`config.mk`:
```
export PLATFORM = sky130hd
export DESIGN_NAME = irq_status_top
export DESIGN_NICKNAME = d
export VERILOG_FILES = /design/src/rtl/irq_status_pkg.sv /design/src/rtl/irq_status_ctrl.sv /design/src/rtl/irq_status_dp.sv /design/src/rtl/irq_status_top.sv
export SDC_FILE = /design/constraint.sdc
export NUM_CORES = 1
export LEC_CHECK = 0
export ABC_AREA = 1
export ABC_CLOCK_PERIOD_IN_PS = 800
export BUFFER_PORTS_ARGS = -buffer_cell sky130_fd_sc_hd__clkbuf_2
export CORE_AREA = 5 5 42 44
export DETAILED_ROUTE_END_ITERATION = 10
export DIE_AREA = 0 0 47 49
export PLACE_DENSITY = 0.61
export SLEW_MARGIN = 20
export SYNTH_ARGS = -nofsm -noshare
export SYNTH_HDL_FRONTEND = slang
export SYNTH_SLANG_ARGS = --single-unit
```
`constraint.sdc`:
```
create_clock -name clk -period 0.8 [get_ports clk]
set_clock_uncertainty 0.05 [all_clocks]
set_input_delay 0.12 -clock clk [delete_from_list [all_inputs] [get_ports clk]]
set_output_delay 0.12 -clock clk [all_outputs]
set_load 0.02 [all_outputs]
```
`src/rtl/irq_status_pkg.sv`:
```
package irq_status_pkg;
  localparam int CODE_W = 6;

  localparam logic [CODE_W-1:0] CODE_IDLE    = 6'b000001;
  localparam logic [CODE_W-1:0] CODE_LINE    = 6'b000110;
  localparam logic [CODE_W-1:0] CODE_RXDATA  = 6'b000100;
  localparam logic [CODE_W-1:0] CODE_RXTOUT  = 6'b001100;
  localparam logic [CODE_W-1:0] CODE_TXEMPTY = 6'b000010;
  localparam logic [CODE_W-1:0] CODE_MODEM   = 6'b000000;
  localparam logic [CODE_W-1:0] CODE_XOFF    = 6'b010000;
  localparam logic [CODE_W-1:0] CODE_FLOW    = 6'b100000;

  typedef struct packed {
    logic lineErr;
    logic rxTimeout;
    logic rxReady;
    logic txEmpty;
    logic modemChg;
    logic flowChg;
  } srcFlags_t;

  typedef struct packed {
    logic loadCode;
    logic xoffHeld;
  } ctrlStrobe_t;
endpackage

```
`src/rtl/irq_status_ctrl.sv`:
```
module irq_status_ctrl
  import irq_status_pkg::*;
(
  input  logic        clk,
  input  logic        rst_n,
  input  logic        xoffDet,
  input  logic        xonRcvd,
  input  logic        statusRd,
  input  logic        shownIdle,
  output ctrlStrobe_t strb
);
  logic xoffHeldQ;

  // Held Xoff indication; a received Xon clears it and wins over a same-cycle set.
  always_ff @(posedge clk) begin
    if (!rst_n)       xoffHeldQ <= 1'b0;
    else if (xonRcvd) xoffHeldQ <= 1'b0;
    else if (xoffDet) xoffHeldQ <= 1'b1;
  end

  always_comb begin
    strb.loadCode = statusRd | shownIdle;
    strb.xoffHeld = xoffHeldQ;
  end
endmodule

```
`src/rtl/irq_status_dp.sv`:
```
module irq_status_dp
  import irq_status_pkg::*;
#(
  parameter int FIFO_FLAG_W = 2,
  localparam int ST_W = FIFO_FLAG_W + CODE_W
) (
  input  logic            clk,
  input  logic            rst_n,
  input  srcFlags_t       src,
  input  logic            fifoEn,
  input  logic            enhEn,
  input  ctrlStrobe_t     strb,
  output logic [ST_W-1:0] statusByte,
  output logic            shownIdle
);
  logic [CODE_W-1:0]      nextCode;
  logic [CODE_W-1:0]      codeQ;
  logic [FIFO_FLAG_W-1:0] fifoFlagQ;

  // Fixed-priority selection, highest first.
  always_comb begin
    if (src.lineErr)                  nextCode = CODE_LINE;
    else if (src.rxTimeout)           nextCode = CODE_RXTOUT;
    else if (src.rxReady)             nextCode = CODE_RXDATA;
    else if (src.txEmpty)             nextCode = CODE_TXEMPTY;
    else if (src.modemChg)            nextCode = CODE_MODEM;
    else if (enhEn && strb.xoffHeld)  nextCode = CODE_XOFF;
    else if (enhEn && src.flowChg)    nextCode = CODE_FLOW;
    else                              nextCode = CODE_IDLE;
  end

  always_ff @(posedge clk) begin
    if (!rst_n) begin
      codeQ     <= CODE_IDLE;
      fifoFlagQ <= '0;
    end else begin
      if (strb.loadCode) codeQ <= nextCode;
      fifoFlagQ <= {FIFO_FLAG_W{fifoEn}};
    end
  end

  assign statusByte = {fifoFlagQ, codeQ};
  assign shownIdle  = codeQ[0];
endmodule

```
`src/rtl/irq_status_top.sv`:
```
module irq_status_top
  import irq_status_pkg::*;
#(
  parameter int FIFO_FLAG_W = 2
) (
  input  logic                          clk,
  input  logic                          rst_n,
  input  logic                          lineErr,
  input  logic                          rxReady,
  input  logic                          rxTimeout,
  input  logic                          txEmpty,
  input  logic                          modemChg,
  input  logic                          xoffDet,
  input  logic                          xonRcvd,
  input  logic                          flowChg,
  input  logic                          fifoEn,
  input  logic                          enhEn,
  input  logic                          statusRd,
  output logic [FIFO_FLAG_W+CODE_W-1:0] statusByte,
  output logic                          irqReq
);
  srcFlags_t   src;
  ctrlStrobe_t strb;
  logic        shownIdle;

  always_comb begin
    src.lineErr   = lineErr;
    src.rxTimeout = rxTimeout;
    src.rxReady   = rxReady;
    src.txEmpty   = txEmpty;
    src.modemChg  = modemChg;
    src.flowChg   = flowChg;
  end

  irq_status_ctrl ctrl_i (
    .clk      (clk),
    .rst_n    (rst_n),
    .xoffDet  (xoffDet),
    .xonRcvd  (xonRcvd),
    .statusRd (statusRd),
    .shownIdle(shownIdle),
    .strb     (strb)
  );

  irq_status_dp #(.FIFO_FLAG_W(FIFO_FLAG_W)) dp_i (
    .clk       (clk),
    .rst_n     (rst_n),
    .src       (src),
    .fifoEn    (fifoEn),
    .enhEn     (enhEn),
    .strb      (strb),
    .statusByte(statusByte),
    .shownIdle (shownIdle)
  );

  assign irqReq = ~shownIdle;
endmodule

```
==> impl_metrics.toml <==
[critical_path]
end_kind = "register"
path_class = "reg2reg"
rr_startpoint = "dp_i.codeQ[0]"
cp_max_fo = 6
ff2ff_setup_slack_ns = -0.15
crit_start = "dp_i.codeQ[0]"
critPathCapture = "dp_i.codeQ[5]"
arrival_ns = 1.07
worstPathRequired_ns = 0.93
r2r-end = "dp_i.codeQ[5]"
startpoint_type = "register"
reg2reg_depth = 6

[sta]
holdWs_ns = 0.0498
setup_ws_ns = -0.148
final.period_utilization = 1.18
clock.fmax_mhz = 1060
relSlewSlack = 0.884
tightest_slew_ns = 0.174
rsz0062_at_grt = "yes"
fin_crit_ns = 0.948
finalSetupViolations = 15
slew_viol_final = 0
hold_violations = 0

[clock_tree]
numClockSinks = 8
ctsRootBufferMaster = "clkbuf_4"
cts_buffers = 3
clk_pin_slew_worst_paths_ns = 0.05
cts_max_path_buffers = 2
cts.htree.levels = 1
cts_tree = "yes"
clock_latency_ns = 0.25

[logic_synthesis]
synth_common_cells = "dfxtp_1, nand2_1, inv_1, inv_2, nor2_1"
syn_area_um2 = 369
yosysSeqAreaShare = 0.434
synthArstFlopShare = 0
synth.avg_cell_area_um2 = 7.53
synth_fp_nets = 62
syn_inst = 49
yosysUniqueCellTypes = 16
synth-edff-count = 0
synth_flop_cell = "dfxtp_1"
synth.top_cell.area_share = 0.434
ys_ff_latch = 8
synth_area_leaders = "dfxtp_1, nand2_1, inv_1"
ys_warn_count = 0
yosys.area.top_type = "dfxtp_1"

[final_layout]
final_util = 0.505
final-seq-area_um2 = 171
design_area_um2 = 708
fin_cells = 93
n_fill_cell = 146
multi_input_area_um2 = 198
layout-area-overhead-vs-synth_pct = 91.9
drive_above_1_share = 0.662
insertedDiodeCount = 0
nets = 92

[place]
dpl_cell_area_um2 = 490
dp.cells = 85
io_buffers = 21
hpwl_um = 672
place_congestion = 0.651
place_ws_ns = -0.0349

[floorplan]
dieArea_mm2 = 0.00230
coreArea_mm2 = 0.00140
die_x_um = 47
fp.dieH_um = 49
pin_count = 22
initial_core_util = 0.263
placementRows = 14

[grt]
grt_pass1_vias = 392
grt_pass1_wl_um = 1480
grt_util_all_layers = 0.0846
grt-ovfl-total = 0
grt_max_degree = 7
antenna_found_initial = 0

[route]
dr_wl_met2_um = 439
top_layer = "met3"
met1_length_um = 372
routed_wl_um = 936
via_per_inst = 4.28
wl_met3_um = 124
vias = 398
first_iter_violations = 7
wl_per_cell_um = 10.1
drcViolationCount = 0
first_pass_iters = 4
antenna_left = 0

[power]
ir_drop_mv = 0.988
leakage_uw = 0.000336
p_per_area_mw_per_mm2 = 1380

[flow_run]
cap_violations = 0

[run_status]
violations = "negative setup slack"
outcome = "complete, but fails checks"

[min_path]
min_path_type = "in2reg"
metrics by stage:
step / power (µW) / setup TNS, ns
finish: 976 / -1.56
global placement: 593 / -0.0767
floorplan: 531 / -0.00513
CTS: 961 / -1.60
global route: 1030 / -2.14
detailed placement: 594 / -0.106
logic make-up after synthesis:
kind of cell / share of synthesized area
buffers and inverters: 0.142
AND/OR/NAND/NOR: 0.312
AO/OA/AOI/OAI: 0.112
flip-flops: 0.434
per-layer routing:
layer  GRT usage  vias to the layer above
met5           0                        -
met4      0.0553                        0
met3      0.0406                        0
met2       0.106                       17
met1       0.110                      169
li1            -                      212
worst min path at each step:
| stage | from | endpoint | slack, ns | cells after the start |
|---|---|---|---|---|
| 6_report | rst_n | dp_i.codeQ[0] | 0.05 | 2 |
| 5_1_grt | rst_n | dp_i.codeQ[0] | 0.07 | 2 |
| 4_1_cts | rst_n | dp_i.codeQ[0] | 0.05 | 2 |
| 3_5_place_dp | xonRcvd | ctrl_i.xoffHeldQ | 0.24 | 2 |
| 3_3_place_gp | xonRcvd | ctrl_i.xoffHeldQ | 0.24 | 2 |
| 2_1_floorplan | rst_n | dp_i.codeQ[0] | 0.14 | 1 |
repair_timing:
action / CTS / global route
setup endpoints to repair: 14 / 16
pin swaps: 2 / 2
hold endpoints to repair: 2 / 0
hold buffers: 2 / 0
gates resized for setup: 27 / 17
setup buffers: 1 / 2
area by class of cell:
| class | instances | share of cell area |
|---|---|---|
| Tap cell | 16 | 0.0283 |
| Timing Repair Buffer | 27 | 0.352 |
| Clock buffer | 3 | 0.0318 |
| Inverter | 10 | 0.0671 |
| Multi-Input combinational cell | 29 | 0.279 |
| Sequential cell | 8 | 0.242 |
state kept, by name, summed over array words and instances, names as in the netlist:
register          count
dp_i.fifoFlagQ        1
ctrl_i.xoffHeldQ      1
dp_i.codeQ            6
worst max-delay path: stages, from the launching register on:
cell     delay, ns
dfxtp_4       0.35
inv_4         0.07
buf_12        0.10
nand2_8       0.07
inv_8         0.08
nand2_4       0.04
a21oi_2       0.12
where the power goes:
group          internal (µW)  total, µW  switching (µW)
logic                    126        240             114
clock network            171        299             128
registers                420        438            18.0
total                    717        976             260
layout by cell type, fill, tap and decap left out, types with 2 or more instances in the layout:
cell and instances:
clkbuf_2 12, dfxtp_2 6, inv_1 5, nand2_1 6
a21oi_2 3, buf_4 3, clkbuf_4 4, o21ai_1 2
inv_2 3, buf_8 7, nor2_1 4, dlygate4sd3_1 2
nand3_1 2
Power figures use the tool's default switching activity.
